File: config.mk
export PLATFORM = sky130hd
export DESIGN_NAME = rtc_alarm_unit
export DESIGN_NICKNAME = d
export VERILOG_FILES = /design/src/rtl/rtc_alarm_pkg.sv /design/src/rtl/rtc_alarm_regs.sv /design/src/rtl/rtc_alarm_match.sv /design/src/rtl/rtc_alarm_flag.sv /design/src/rtl/rtc_alarm_unit.sv
export SDC_FILE = /design/constraint.sdc
export NUM_CORES = 1
export LEC_CHECK = 0
export ABC_AREA = 0
export BUFFER_PORTS_ARGS = -buffer_cell sky130_fd_sc_hd__clkbuf_2
export CORE_MARGIN = 5
export CORE_UTILIZATION = 59
export CTS_BUF_LIST = sky130_fd_sc_hd__clkbuf_16
export CTS_CLUSTER_SIZE = 12
export DETAILED_ROUTE_END_ITERATION = 10
export PLACE_DENSITY = 0.94
export SYNTH_ARGS = -nofsm -noshare
export SYNTH_HDL_FRONTEND = slang
export SYNTH_HIERARCHICAL = 1
export SYNTH_SLANG_ARGS = --single-unit
File: constraint.sdc
create_clock -name clk_i -period 2.5 [get_ports clk_i]
set_input_delay 0 -clock clk_i [delete_from_list [all_inputs] [get_ports clk_i]]
set_output_delay 0 -clock clk_i [all_outputs]
set_load 0.01 [all_outputs]
File: src/rtl/rtc_alarm_pkg.sv
package rtc_alarm_pkg;
  localparam int unsigned FIELD_W  = 8;
  localparam int unsigned N_FIELDS = 5;
  localparam int unsigned ADDR_W   = 3;
  localparam int unsigned F_DATE   = 3;  // index of day-of-month field
  localparam int unsigned CTRL_AFE = 7;
  localparam int unsigned CTRL_ABE = 6;
  localparam int unsigned FLAG_BIT = 6;
endpackage

File: src/rtl/rtc_alarm_regs.sv
module rtc_alarm_regs
  import rtc_alarm_pkg::*;
#(
  parameter int unsigned FW = FIELD_W,
  parameter int unsigned NF = N_FIELDS,
  parameter int unsigned AW = ADDR_W
) (
  input  logic                   clk_i,
  input  logic                   rst_ni,
  input  logic                   we_i,
  input  logic                   re_i,
  input  logic [AW-1:0]          addr_i,
  input  logic [FW-1:0]          wdata_i,
  input  logic                   af_i,
  output logic [NF-1:0][FW-1:0]  alarm_o,
  output logic [FW-1:0]          ctrl_o,
  output logic [FW-1:0]          rdata_o,
  output logic                   flag_rd_o
);
  localparam logic [AW-1:0] CTRL_A = AW'(NF);
  localparam logic [AW-1:0] FLAG_A = AW'(NF + 1);

  logic [FW-1:0] rd_mux;

  for (genvar g = 0; g < NF; g++) begin : g_field
    always_ff @(posedge clk_i or negedge rst_ni) begin
      if (!rst_ni)                            alarm_o[g] <= '0;
      else if (we_i && addr_i == AW'(g))      alarm_o[g] <= wdata_i;
    end
  end

  always_ff @(posedge clk_i or negedge rst_ni) begin
    if (!rst_ni)                         ctrl_o <= '0;
    else if (we_i && addr_i == CTRL_A)   ctrl_o <= wdata_i;
  end

  always_comb begin
    rd_mux = '0;
    for (int i = 0; i < NF; i++)
      if (addr_i == AW'(i)) rd_mux = alarm_o[i];
    if (addr_i == CTRL_A) rd_mux = ctrl_o;
    if (addr_i == FLAG_A) rd_mux[FLAG_BIT] = af_i;
  end

  always_ff @(posedge clk_i or negedge rst_ni) begin
    if (!rst_ni)   rdata_o <= '0;
    else if (re_i) rdata_o <= rd_mux;
  end

  assign flag_rd_o = re_i && (addr_i == FLAG_A);
endmodule

File: src/rtl/rtc_alarm_match.sv
module rtc_alarm_match
  import rtc_alarm_pkg::*;
#(
  parameter int unsigned FW = FIELD_W,
  parameter int unsigned NF = N_FIELDS
) (
  input  logic [NF-1:0][FW-1:0] now_i,
  input  logic [NF-1:0][FW-1:0] alarm_i,
  input  logic [NF-1:0]         mask_i,
  output logic                  hit_o
);
  logic [NF-1:0] eq;

  for (genvar g = 0; g < NF; g++) begin : g_cmp
    assign eq[g] = mask_i[g] || (now_i[g] == alarm_i[g]);
  end

  assign hit_o = &eq;
endmodule

File: src/rtl/rtc_alarm_flag.sv
module rtc_alarm_flag (
  input  logic clk_i,
  input  logic rst_ni,
  input  logic tick_i,
  input  logic hit_i,
  input  logic clr_i,
  input  logic afe_i,
  input  logic abe_i,
  input  logic backup_i,
  output logic af_o,
  output logic irq_n_o,
  output logic irq_oe_o
);
  logic drive;

  // a fresh alarm outranks the read-clear
  always_ff @(posedge clk_i or negedge rst_ni) begin
    if (!rst_ni)               af_o <= 1'b0;
    else if (tick_i && hit_i)  af_o <= 1'b1;
    else if (clr_i)            af_o <= 1'b0;
  end

  assign drive    = af_o && afe_i && (!backup_i || abe_i);
  assign irq_oe_o = drive;
  assign irq_n_o  = !drive;
endmodule

File: src/rtl/rtc_alarm_unit.sv
module rtc_alarm_unit
  import rtc_alarm_pkg::*;
(
  input  logic               clk_i,
  input  logic               rst_ni,
  input  logic               tick_i,
  input  logic [FIELD_W-1:0] sec_i,
  input  logic [FIELD_W-1:0] min_i,
  input  logic [FIELD_W-1:0] hour_i,
  input  logic [FIELD_W-1:0] date_i,
  input  logic [FIELD_W-1:0] month_i,
  input  logic               backup_i,
  input  logic               reg_we_i,
  input  logic               reg_re_i,
  input  logic [ADDR_W-1:0]  reg_addr_i,
  input  logic [FIELD_W-1:0] reg_wdata_i,
  output logic [FIELD_W-1:0] reg_rdata_o,
  output logic               irq_n_o,
  output logic               irq_oe_o
);
  logic [N_FIELDS-1:0][FIELD_W-1:0] now, alarm;
  logic [FIELD_W-1:0]  ctrl;
  logic [N_FIELDS-1:0] rpt;
  logic hit, hit_en, alarm_off, flag_rd, af, afe, abe;
  logic unused_ctrl;

  assign now = {month_i, date_i, hour_i, min_i, sec_i};

  rtc_alarm_regs #(.FW(FIELD_W), .NF(N_FIELDS), .AW(ADDR_W)) u_regs (
    .clk_i, .rst_ni,
    .we_i(reg_we_i), .re_i(reg_re_i), .addr_i(reg_addr_i),
    .wdata_i(reg_wdata_i), .af_i(af),
    .alarm_o(alarm), .ctrl_o(ctrl),
    .rdata_o(reg_rdata_o), .flag_rd_o(flag_rd)
  );

  assign rpt         = ctrl[N_FIELDS-1:0];
  assign afe         = ctrl[CTRL_AFE];
  assign abe         = ctrl[CTRL_ABE];
  assign unused_ctrl = ^ctrl;
  assign alarm_off   = (alarm[F_DATE] == '0) && (rpt == '0);

  rtc_alarm_match #(.FW(FIELD_W), .NF(N_FIELDS)) u_match (
    .now_i(now), .alarm_i(alarm), .mask_i(rpt), .hit_o(hit)
  );

  assign hit_en = hit && !alarm_off;

  rtc_alarm_flag u_flag (
    .clk_i, .rst_ni, .tick_i, .hit_i(hit_en), .clr_i(flag_rd),
    .afe_i(afe), .abe_i(abe), .backup_i,
    .af_o(af), .irq_n_o, .irq_oe_o
  );
endmodule

* Word-level counts from Yosys, hierarchy flattened
Cells that the tools add are included.
Widths: inputs -> output; s select.
** Storage, ports and cells
- Register bits :: 57
- Input bits :: 57
- Output and inout bits :: 10
- Word-level logic and storage cells :: 54
** Operators by class
- Eq/ne operators :: 11
- Mux-type cells :: 9
- Reduce and logical (&&, ||, !) cells :: 26
** Operators with widths (number)
- $mux 8 :: 6
- $eq 8x8->1 :: 5
- $logic_and 1x1->1 :: 12
- $eq 3x3->1 const B :: 3
- $logic_not 8->1 :: 1
- $eq 3x2->1 const B :: 2
- $logic_or 1x1->1 :: 6
- $logic_not 5->1 :: 1
- $reduce_and 5->1 :: 1
- $eq 3x1->1 const B :: 1
- $logic_not 1->1 :: 3
- $logic_not 3->1 :: 1
- $mux 1 :: 3
- $reduce_bool 2->1 :: 1

* Logic depth before layout (Yosys ltp)
Gate-level depths: netlist of the first run.
- Word-level depth :: 8
- Depth in mapped cells :: 9
- Mapped depth without buffers :: 9

* By module
The synthesis of the first run kept the hierarchy.
** Modules (own cells, without submodules)
- rtc_alarm_regs :: instances 1, cells each 182, area an instance 2626.3 µm², seq. area each 1401.3 µm²
- rtc_alarm_match :: instances 1, cells each 57, area an instance 466.7 µm², seq. area each 0.0 µm²
- rtc_alarm_flag :: instances 1, cells each 7, area an instance 58.8 µm², seq. area each 25.0 µm²
- rtc_alarm_unit :: instances 1, cells each 6, area an instance 33.8 µm², seq. area each 0.0 µm²

* Worst setup path after synthesis of the first run
Ideal clock, no wire load.
- Kind :: register -> register
- From :: reg u_regs/alarm_o[30] (netlist bit)
- To :: reg u_flag.af_o
- Library setup time :: 0.076 ns
- Arrival :: 1.471 ns
- Data required time :: 2.424 ns
- Setup slack :: 0.953 ns
- Stages on the path, launching flop included :: 9
- Path buffers :: 0
- Clock period less this slack :: 1.547 ns
- Cell sequence :: dfrtp_1 > xor2_1 > nor4_2 > a21oi_1 > nor4_2 > inv_1 > a41oi_1 > nand2_1 > o21ai_1
** Between the ends
- Word-level cells in the longest chain between the ends :: 6
- Elaborated cells on any way between the ends :: 10
- Classes of those cells :: 1 x eq/ne; 1 x mux; 8 x reduce/logical
** Ends and longest elaborated chain
- start: declaration :: line rtc_alarm_regs.sv:15 : output logic [NF-1:0][FW-1:0] alarm_o,
- start signal: indexed assignment :: line rtc_alarm_regs.sv:28 : else if (we_i && addr_i == AW'(g)) alarm_o[g] <= wdata_i;
- $eq 8x8->1 (*) :: line rtc_alarm_match.sv:15 : assign eq[g] = mask_i[g] || (now_i[g] == alarm_i[g]);
- $logic_or 1x1->1 (*) :: line rtc_alarm_match.sv:15
- $reduce_and 5->1 (*) :: line rtc_alarm_match.sv:18 : assign hit_o = &eq;
- named net hit :: line rtc_alarm_unit.sv:24 : logic hit, hit_en, alarm_off, flag_rd, af, afe, abe;
- $logic_and 1x1->1 (*) :: line rtc_alarm_unit.sv:47 : assign hit_en = hit && !alarm_off;
- named net hit_en :: line rtc_alarm_unit.sv:24
- $logic_and 1x1->1 (*) :: line rtc_alarm_flag.sv:19 : else if (tick_i && hit_i) af_o <= 1'b1;
- $mux 1 / $reduce_bool 2->1 (equally long branches)
- end signal: assignment :: line rtc_alarm_flag.sv:18 : if (!rst_ni) af_o <= 1'b0;
- end signal: assignment :: line rtc_alarm_flag.sv:19
- end signal: assignment :: line rtc_alarm_flag.sv:20 : else if (clr_i) af_o <= 1'b0;
- end: declaration :: line rtc_alarm_flag.sv:10 : output logic af_o,
Mark *: on every way through the listed nets, which the timed path passes. The rest lies on a longest branch.
A chain may end at the register's enable or synchronous reset.

* Final worst setup path of the first run
- From :: reg u_regs/alarm_o[37] (netlist bit)
- To :: reg u_flag.af_o
Same word-level chain as after synthesis.

==> flow_metrics.py, run 1 <==
metrics = {
    "route": {
        "via_count": 2387,
        "antenna_left": 0,
        "drt-total-wl_mm": 8.330,
        "wl_per_cell_um": 20.83,
        "drtIter0Drc": 260,
        "drcViolationCount": 0,
        "first_pass_iters": 5,
        "avgViaCountPerCell": 5.968,
    },
    "critical_path": {
        "rr_startpoint": "u_regs/alarm_o[37]$_DFFE_PN0P_",
        "required_ps": 2750,
        "startpoint": "u_regs/alarm_o[37]$_DFFE_PN0P_",
        "end_kind": "flop",
        "critPathKind": "flop to flop",
        "worstPathMaxFanout": 3,
        "ff2ff_setup_slack_ps": 770,
        "path_cells": "xor2_1 -> nor4_1 -> a21oi_1 -> nor4_2 -> inv_1 -> a41oi_1 -> nand2_1 -> o21ai_1",
        "critPathBufInv": 1,
        "regToRegEndpoint": "u_flag/af_o$_DFFE_PN0P_",
        "r2r_cells": 8,
        "cpLargestDelayFamily": "simple AND/OR/NAND/NOR gates",
        "worstPathArrival_ps": 1980,
        "max_stage_delay_ps": 400,
        "crit_path_end": "u_flag/af_o$_DFFE_PN0P_",
        "worst-path-stages": 8,
        "slowest_stage": "dfrtp_1",
        "start_kind": "flop",
    },
    "place": {
        "gp_congestion": 0.9146,
        "post-place-ws_ps": 787.5,
        "placed_cell_area_um2": 3571,
        "place.port_buffers": 66,
        "place_hpwl_mm": 6.142,
    },
    "sta": {
        "hold_violations": 0,
        "final.setup.tns_ps": 0,
        "period_share": 0.6925,
        "skew_ps": 4.883,
        "max_slew_margin": 0.5177,
        "worstMarginPinSlew_ps": 723.5,
        "setup_violations": 0,
        "fin_crit_ps": 1731,
        "finalWorstSetupSlack_ps": 768.6,
        "final_max_slew_viol_count": 0,
        "grt_setup_unrepaired": "false",
        "max_freq_mhz": 577.6,
    },
    "power": {
        "power_mw": 3.065,
        "pwr-share-comb": 0.229,
        "peakVddDrop_v": 0.0005116,
        "p_switching_mw": 0.9125,
        "p_per_area_nw_per_um2": 797.6,
        "leakage_nw": 1.735,
        "p_int_mw": 2.152,
        "p_sw_frac": 0.2977,
        "seqPwrFrac": 0.434,
        "pwr-share-clk": 0.337,
    },
    "layout": {
        "num_antenna_cells": 0,
        "final_net_count": 383,
        "areaGrowthSynthToFinish_pct": 20.62,
        "filler_cell_count": 352,
        "layout-drive-gt1-share": 0.4455,
        "fin_area_um2": 3842,
    },
    "global_route": {
        "grt_pass1_wl_mm": 13.71,
        "grt_util_all_layers": 0.2501,
        "overflow": 0,
        "grt_max_degree": 58,
        "grt_pass1_vias": 2616,
        "grt_antenna_before_repair": 0,
    },
    "floorplan": {
        "die_area_um2": 6969,
        "ios": 67,
        "die_w_um": 83.48,
        "initial_core_util": 0.6159,
        "die_y_um": 83.48,
        "rows": 26,
        "core-area_um2": 5172,
    },
    "synthesis": {
        "yosys-top-cells-area": "dfrtp_1 (45%), mux2_2 (19%), xor2_1 (6.6%)",
        "synth_top_family_by_area": "multiplexers",
        "syn_nets": 309,
        "synth-edff-count": 0,
        "ys_types": 39,
        "yosysWarnings": 6,
        "yosys.area.top_type": "dfrtp_1",
        "synth_fa_ha_area_frac": 0,
        "ys_async_sr_fraction": 1.000,
        "yosys.area_share.simple": 0.1088,
        "syn_area_um2": 3186,
        "netlist_instances": 252,
        "ys.flop_type": "dfrtp_1",
        "ys_seq_area_frac": 0.4478,
        "ys_seq_elements": 57,
        "synth_xor_area_frac": 0.1100,
        "synth_compound_area_frac": 0.07070,
        "avgSynthCellArea_um2": 12.64,
        "synth_top_area_frac": 0.4478,
        "synth.area.mux_share": 0.2396,
    },
    "cts": {
        "cts_tree": "built",
        "cts_buffers": 9,
        "cts_sinks": 57,
        "clk_pin_slew_ps": 50,
        "clockRootBuffer": "clkbuf_16",
        "ctsResizeCount": 0,
        "worst_skew_pair.late_latency_ps": 320,
        "ctsHtreeMaxLevel": 3,
        "cts.path.max_buffers": 2,
    },
    "job": {
        "maxCapViolCount": 0,
    },
    "worst_hold_path": {
        "hold_path_class": "input pin to flop",
    },
    "outcome": {
        "status": "finished, final reports clean",
    },
}
## registers in the layout, indices dropped and copies added, names as in the netlist
name            count
u_flag/af_o         1
u_regs/alarm_o     40
u_regs/ctrl_o       8
u_regs/rdata_o      8
## cell type report
type                    instances  area, um2  share of cell area
clock inverters                 6      26.28            0.006838
well taps                      70      87.58             0.02279
clock buffers                   9      225.2             0.05861
inverters                       5      18.77            0.004884
flip-flops and latches         57       1426              0.3712
multi-input cells             182       1685              0.4386
repair buffers                 71      372.9             0.09704
## cells in the mapped netlist (3+ instances only)
library cell / n
nor3_4: 3
nand2_1: 4
nand4_1: 4
o22ai_1: 8
mux2i_1: 5
mux4_1: 4
o21ai_0: 4
nor4_2: 3
dfrtp_1: 57
nor4_1: 7
xor2_1: 24
nand2b_1: 8
inv_1: 4
a21oi_1: 10
buf_6: 3
a21o_1: 3
nor2_1: 3
mux2_2: 54
xnor2_1: 16
a31oi_1: 4
## cells by family (layout without fill, tap and decap cells)
| group | after synthesis | in the layout |
|---|---|---|
| compound gates | 36 | 36 |
| xor+xnor | 40 | 40 |
| buf+inv | 13 | 91 |
| flops | 57 | 57 |
| mux | 63 | 63 |
| simple gates | 43 | 43 |
## metal layers
metal | track usage | vias up | routed length (um) | share of wire
met4 | 0.06140 | 0 | 176 | 0.021
met2 | 0.4242 | 107 | 4238 | 0.51
met1 | 0.3079 | 1176 | 3307 | 0.40
met5 | 0 | - | 0 | 0
li1 | - | 1084 | - | -
met3 | 0.08490 | 20 | 608 | 0.073
## layout by cell type, fill, tap and decap left out, types with 4 or more instances in the layout
| cell type | instances |
|---|---|
| dfrtp_1 | 57 |
| nand2b_1 | 8 |
| mux2i_1 | 5 |
| inv_1 | 4 |
| a31oi_1 | 4 |
| clkbuf_16 | 9 |
| o21ai_0 | 4 |
| nor4_1 | 7 |
| nand2_1 | 4 |
| mux2_2 | 54 |
| o22ai_1 | 8 |
| xor2_1 | 24 |
| a21oi_1 | 10 |
| mux4_1 | 4 |
| nand4_1 | 4 |
| xnor2_1 | 16 |
| clkbuf_2 | 66 |
## stage by stage
stage / cells / util / hold WS (ps)
4_1_cts: 400 / 0.7429 / 18.37
3_3_place_gp: 383 / 0.6904 / 172.4
3_5_place_dp: 383 / 0.6904 / 179.6
5_1_grt: 400 / 0.7429 / 29.66
6_report: 400 / 0.7429 / 30.10
2_1_floorplan: 252 / - / -295.6
## power groups by stage
stage               Combinational, mW  Clock (mW)  Sequential [mW]
floorplan                       0.477           0             1.28
detailed placement              0.683           0             1.34
global placement                0.650           0             1.32
global route                    0.752        1.10             1.36
CTS                             0.698        1.04             1.33
finish                          0.700        1.03             1.33
## what timing repair did
item	in CTS	in global routing
endpoints found under the hold margin	58	0
hold buffers	2	0
buffers inserted	0	0
## worst min path at each step
stage	end	slack (ps)	depth (start not counted)	from
after floorplan	u_flag/af_o$_DFFE_PN0P_	-300	0	rst_ni
after global placement	u_regs/rdata_o[5]$_DFFE_PN0P_	170	2	rst_ni
after detailed placement	u_regs/rdata_o[4]$_DFFE_PN0P_	180	2	rst_ni
after CTS	u_regs/alarm_o[5]$_DFFE_PN0P_	20	2	reg_wdata_i[5]
after global routing	u_regs/alarm_o[13]$_DFFE_PN0P_	30	2	reg_wdata_i[5]
final	u_regs/alarm_o[29]$_DFFE_PN0P_	30	2	reg_wdata_i[5]
No activity file was read; power rests on OpenSTA's default activity.
==> run 2: changes to the inputs <==
ABC_AREA = 1   (was 0)
CORE_UTILIZATION = 55   (was 59)
PLACE_DENSITY = 0.89   (was 0.94)
clock period = 1.6 ns   (was 2.5 ns; I/O delays follow)
==> run 2 against run 1 <==
Combinational power up 49%. Worst hold slack better by 54 ps. Utilization down 5.6 points. Fmax up 16%. Clock skew up 1.6 ps. Wire length up 15%. Cell area up 5.8%. Register-to-register slack worse by 660 ps. Clock power up 74%. Worst setup slack worse by 660 ps. Sequential power up 52%. Critical path depth up 3. Critical path type unchanged. Critical endpoint unchanged.
==> flow_metrics.py, run 2 <==
metrics = {
    "synthesis": {
        "yosys.area.top_type": "dfrtp_1",
        "synth-edff-count": 0,
        "synth.area.mux_share": 0,
        "synth_compound_area_frac": 0.1021,
        "netlist_instances": 445,
        "ys_seq_elements": 57,
        "synth_top_area_frac": 0.4249,
        "synth.most_common_cell": "nand2_1",
        "syn_area_um2": 3357,
        "yosysWarnings": 6,
        "avgSynthCellArea_um2": 7.544,
        "ys_seq_area_frac": 0.4249,
        "synth_fa_ha_area_frac": 0,
        "synth_xor_area_frac": 0.07827,
        "syn_nets": 502,
        "ys_async_sr_fraction": 1.000,
        "ys_types": 24,
        "ys.flop_type": "dfrtp_1",
        "synth_common_cells": "nand2_1 (177), dfrtp_1 (57), inv_1 (40), nor2_1 (40), xnor2_1 (30)",
        "yosys.area_share.simple": 0.3161,
        "yosys-top-cells-area": "dfrtp_1 (42%), nand2_1 (20%), xnor2_1 (7.8%)",
        "synth_top_family_by_area": "simple AND/OR/NAND/NOR gates",
    },
    "cts": {
        "ctsHtreeMaxLevel": 3,
        "clk_pin_slew_ps": 50,
        "cts_buffers": 9,
        "cts_tree": "built",
        "worst_skew_pair.late_latency_ps": 330,
        "post-cts-setup-buffer-count": 0,
        "cts.path.max_buffers": 2,
        "cts_sinks": 57,
        "clockRootBuffer": "clkbuf_16",
    },
    "route": {
        "avgViaCountPerCell": 5.524,
        "antenna_left": 0,
        "drtIter0Drc": 522,
        "wl_per_cell_um": 16.09,
        "via_count": 3298,
        "drt-total-wl_mm": 9.606,
        "drcViolationCount": 0,
        "first_pass_iters": 5,
    },
    "floorplan": {
        "rows": 28,
        "die_w_um": 88.13,
        "core-area_um2": 5921,
        "die_y_um": 88.13,
        "ios": 67,
        "die_area_um2": 7766,
        "initial_core_util": 0.5670,
    },
    "place": {
        "place_hpwl_mm": 6.800,
        "gp_congestion": 0.9205,
        "placed_cell_area_um2": 3719,
        "place.port_buffers": 66,
    },
    "layout": {
        "fin_area_um2": 4065,
        "top_regs": "u_regs/alarm_o x40, u_regs/ctrl_o x8, u_regs/rdata_o x8",
        "final_net_count": 574,
        "top_register": "u_regs/alarm_o",
        "areaGrowthSynthToFinish_pct": 21.10,
        "final_common_cell": "nand2_1",
        "layout-drive-gt1-share": 0.2337,
        "num_antenna_cells": 0,
        "largest_register_ffs": 40,
        "final_cell_mix": "nand2_1 (177), clkbuf_2 (66), dfrtp_1 (50), inv_1 (42), nor2_1 (39)",
        "fin_util": 0.6866,
    },
    "job": {
        "maxCapViolCount": 0,
    },
    "sta": {
        "max_slew_margin": 0.7007,
        "skew_ps": 6.517,
        "fin_crit_ps": 1489,
        "period_share": 0.9308,
        "whs_ps": 83.72,
        "final.setup.tns_ps": 0,
        "worstMarginPinSlew_ps": 447.9,
        "hold_violations": 0,
        "setup_violations": 0,
        "final_max_slew_viol_count": 0,
        "max_freq_mhz": 671.5,
    },
    "critical_path": {
        "critPathMostFrequentCell": "nand2_1",
        "worstPathMaxFanout": 4,
        "max_stage_delay_ps": 450,
        "slowest_stage": "dfrtp_2",
        "cpLargestDelayFamily": "simple AND/OR/NAND/NOR gates",
        "critPathBufInv": 1,
        "start_kind": "flop",
        "path_cells": "xnor2_2 -> nand2_1 -> nor2_2 -> nand2_1 -> nand2_1 -> nand2_1 -> nor2_1 -> inv_1 -> a21oi_2 -> nand2_1 -> o21ai_2",
        "end_kind": "flop",
        "worstPathArrival_ps": 1750,
        "critPathKind": "flop to flop",
        "required_ps": 1860,
    },
    "power": {
        "power_mw": 4.850,
        "peakVddDrop_v": 0.0008420,
        "p_per_area_nw_per_um2": 1193,
        "leakage_nw": 2.139,
    },
    "global_route": {
        "grt_util_all_layers": 0.2626,
        "overflow": 0,
        "grt_max_degree": 58,
        "grt_pass1_wl_mm": 15.10,
        "grt_pass1_vias": 3200,
        "grt_antenna_before_repair": 0,
    },
    "worst_hold_path": {
        "hold_path_class": "input pin to flop",
    },
    "outcome": {
        "status": "finished, final reports clean",
    },
}
-- run 2: changes by cell type after synthesis, moves of 8 or more --
cell and change:
nand2_1 +173, nor2_1 +37, inv_1 +36, o22ai_1 -8
nand2b_1 -8, o21ai_2 +15, o21ai_1 +10, xnor2_1 +14
mux2_2 -54, xor2_1 -24, nand3_1 +9, o21ai_0 +19
-- run 2: cell type report --
class | instances | area [um2]
Fill cell | 467 | 1856
Multi-Input combinational cell | 333 | 1695
Sequential cell | 57 | 1435
Timing Repair Buffer | 71 | 387.9
Clock buffer | 9 | 225.2
Inverter | 45 | 173.9
Tap cell | 75 | 93.84
Clock inverter | 7 | 53.80
-- run 2: worst paths after layout --
check                      cells past startpoint                           start  slack [ps]                        endpoint
setup / recovery                              11  u_regs/alarm_o[25]$_DFFE_PN0P_         110         u_flag/af_o$_DFFE_PN0P_
hold / removal                                 3                  reg_wdata_i[3]          80    u_regs/ctrl_o[3]$_DFFE_PN0P_
setup reg to reg                              11  u_regs/alarm_o[25]$_DFFE_PN0P_         110         u_flag/af_o$_DFFE_PN0P_
hold reg to reg                                2   u_regs/rdata_o[0]$_DFFE_PN0P_         480   u_regs/rdata_o[0]$_DFFE_PN0P_
max in group asynchronous                      3                          rst_ni        1130  u_regs/alarm_o[25]$_DFFE_PN0P_
min in group asynchronous                      3                          rst_ni         210   u_regs/alarm_o[3]$_DFFE_PN0P_
-- run 2: through the flow --
stage / cells / setup WS (ps)
after CTS: 597 / 95.09
after global routing: 597 / -21.35
after global placement: 578 / 171.0
after floorplan: 445 / 368.4
after detailed placement: 578 / 128.9
final: 597 / 110.8
-- run 2: repair_timing --
action / CTS / global route
endpoints found under the hold margin: 62 / 0
gates resized for setup: 0 / 12
hold buffers: 3 / 0
endpoints found under the setup margin: 0 / 1
-- run 2: report_power, final --
group          internal (mW)  switching (mW)  leakage, nW
Sequential              1.72           0.305        0.713
Clock                   1.17           0.621        0.144
Combinational          0.458           0.579         1.28
-- run 2: cell families (layout without fill, tap and decap cells) --
family          Yosys count  in the layout
flops                    57             57
xor+xnor                 30             30
buf+inv                  55            132
compound gates           56             56
simple gates            247            247
-- run 2: worst min-delay path: stages --
cell	delay, ps
clkbuf_2	70
inv_1	140
o21ai_2	160
-- run 2: layer usage --
metal / GRT usage / up-vias / share of wire
li1: - / 1528 / -
met1: 0.3163 / 1526 / 0.38
met2: 0.4397 / 205 / 0.50
met3: 0.04516 / 39 / 0.082
met4: 0.1580 / 0 / 0.040
met5: 0 / - / 0
==> run 3: changes to the inputs <==
==> constraint.sdc (replaced) <==
create_clock -name clk_i -period 1.6 [get_ports clk_i]
set_input_delay 0.24 -clock clk_i [delete_from_list [all_inputs] [get_ports clk_i]]
set_output_delay 0.24 -clock clk_i [all_outputs]
set_load 0.01 [all_outputs]
==> run 3 against run 2 <==
Clock power down 12%. Register-to-register slack worse by 90 ps. Critical path depth unchanged. Sequential power about the same. Via count down 0.27%. Global-route usage down 1.3 points. Total power down 3.6%. Worst setup slack worse by 89 ps. Largest cell class unchanged.
==> flow_metrics.py, run 3 (synthesis results as in run 2) <==
metrics = {
    "power": {
        "p_per_area_nw_per_um2": 1147,
        "leakage_nw": 2.175,
        "peakVddDrop_v": 0.0007139,
    },
    "global_route": {
        "grt_pass1_vias": 3053,
        "grt_antenna_before_repair": 0,
        "met3_usage": 0.06491,
        "gr-usage-met1": 0.2970,
        "grt_max_degree": 58,
        "overflow": 0,
        "grt_busiest_layer": "met2",
        "grt_use_met2": 0.4178,
        "grt_util_all_layers": 0.2494,
        "grt_pass1_wl_mm": 14.38,
    },
    "floorplan": {
        "die_area_um2": 7766,
        "rows": 28,
        "initial_core_util": 0.5670,
        "die_w_um": 88.13,
        "die_y_um": 88.13,
        "core-area_um2": 5921,
        "ios": 67,
    },
    "route": {
        "avgViaCountPerCell": 5.445,
        "antenna_left": 0,
        "wl_per_cell_um": 15.57,
        "drt-total-wl_mm": 9.404,
        "via_count": 3289,
        "drcViolationCount": 0,
        "drtIter0Drc": 454,
        "first_pass_iters": 6,
    },
    "cts": {
        "clockRootBuffer": "clkbuf_16",
        "cts_buffers": 9,
        "cts.path.max_buffers": 2,
        "worst_skew_pair.late_latency_ps": 320,
        "cts_sinks": 57,
        "clk_pin_slew_ps": 50,
        "ctsHtreeMaxLevel": 3,
        "cts_tree": "built",
    },
    "sta": {
        "final.setup.tns_ps": 0,
        "grt_setup_unrepaired": "true",
        "period_share": 0.9865,
        "setup_violations": 0,
        "max_freq_mhz": 633.6,
        "final_max_slew_viol_count": 0,
        "max_slew_margin": 0.6947,
        "skew_ps": 3.516,
        "fin_crit_ps": 1578,
        "hold_violations": 0,
        "worstMarginPinSlew_ps": 457.5,
    },
    "job": {
        "maxCapViolCount": 0,
    },
    "place": {
        "gp_congestion": 1.000,
        "dp_cells": 581,
        "place_hpwl_mm": 6.603,
        "place.port_buffers": 66,
        "placed_cell_area_um2": 3741,
    },
    "worst_hold_path": {
        "hold_path_class": "input pin to flop",
    },
    "critical_path": {
        "worstPathMaxFanout": 3,
        "rr_startpoint": "u_regs/alarm_o[39]$_DFFE_PN0P_",
        "ff2ff_setup_slack_ps": 20,
        "worstPathArrival_ps": 1820,
        "start_kind": "flop",
        "critPathKind": "flop to flop",
        "startpoint": "u_regs/alarm_o[39]$_DFFE_PN0P_",
        "required_ps": 1850,
        "end_kind": "flop",
        "regToRegEndpoint": "u_flag/af_o$_DFFE_PN0P_",
        "crit_path_end": "u_flag/af_o$_DFFE_PN0P_",
        "r2r_cells": 11,
    },
    "layout": {
        "final_net_count": 583,
        "fin_area_um2": 4078,
        "final_common_cell": "nand2_1",
        "top_regs": "u_regs/alarm_o x40, u_regs/ctrl_o x8, u_regs/rdata_o x8",
        "largest_register_ffs": 40,
        "fin_cells": 604,
        "num_antenna_cells": 0,
        "layout-drive-gt1-share": 0.2344,
        "areaGrowthSynthToFinish_pct": 21.47,
        "top_register": "u_regs/alarm_o",
        "final_cell_mix": "nand2_1 (177), clkbuf_2 (66), dfrtp_1 (56), inv_1 (43), nor2_1 (39)",
    },
    "outcome": {
        "status": "finished, final reports clean",
    },
}
run 3: stage by stage:
step                power [mW]  hold slack [ps]  worst slack [ps]  utilization
finish                   4.675            148.0             21.60       0.6887
global route             4.916            157.0            -46.98       0.6887
CTS                      4.595            146.2             5.387       0.6748
detailed placement       3.006            266.5             34.30       0.6319
global placement         2.938            262.7             140.4       0.6319
floorplan                2.630           -55.59             343.2            -
run 3: routing by layer:
layer | vias to the layer above | part of all wire
met5 | - | 0
met4 | 0 | 0.045
met3 | 49 | 0.099
met2 | 192 | 0.49
met1 | 1496 | 0.37
li1 | 1552 | -
run 3: critical path, cell delays in order, from the launching register on:
cell     delay (ps)
dfrtp_1         420
xnor2_1         230
nand2_1         100
nor2_1          110
nand2_1          80
nand2_1          80
nand2_1          60
nor2_1          110
inv_1            60
a21oi_2         110
nand2_1          80
o21ai_2          60
run 3: area by class of cell:
class | instances | area (um2)
clock buffer | 9 | 225.2
multi-input combinational | 333 | 1688
fill | 459 | 1843
clock inverter | 5 | 18.77
sequential | 57 | 1428
timing repair buffer | 80 | 450.4
inverter | 45 | 173.9
tap | 75 | 93.84
run 3: worst min path at each step:
stage                                                to  startpoint  slack (ps)  depth (start not counted)
final                           u_flag/af_o$_DFFE_PN0P_      tick_i         150                          3
after global routing            u_flag/af_o$_DFFE_PN0P_      tick_i         160                          3
after CTS                       u_flag/af_o$_DFFE_PN0P_      tick_i         150                          3
after detailed placement  u_regs/alarm_o[5]$_DFFE_PN0P_      rst_ni         270                          2
after global placement    u_regs/alarm_o[1]$_DFFE_PN0P_      rst_ni         260                          2
after floorplan                 u_flag/af_o$_DFFE_PN0P_      rst_ni         -60                          0
run 3: what timing repair did:
item | CTS | global route
hold endpoints to repair | 57 | 0
setup endpoints to repair | 0 | 1
hold buffers | 1 | 0
gates resized for setup | 0 | 5
buffers inserted | 0 | 8
run 3: power breakdown:
| group | internal [mW] | total (mW) | leakage [nW] | switching, mW |
|---|---|---|---|---|
| sequential | 1.71 | 2.00 | 0.721 | 0.292 |
| clock | 0.995 | 1.57 | 0.130 | 0.577 |
| combinational | 0.504 | 1.10 | 1.32 | 0.597 |
| total | 3.21 | 4.68 | 2.17 | 1.47 |
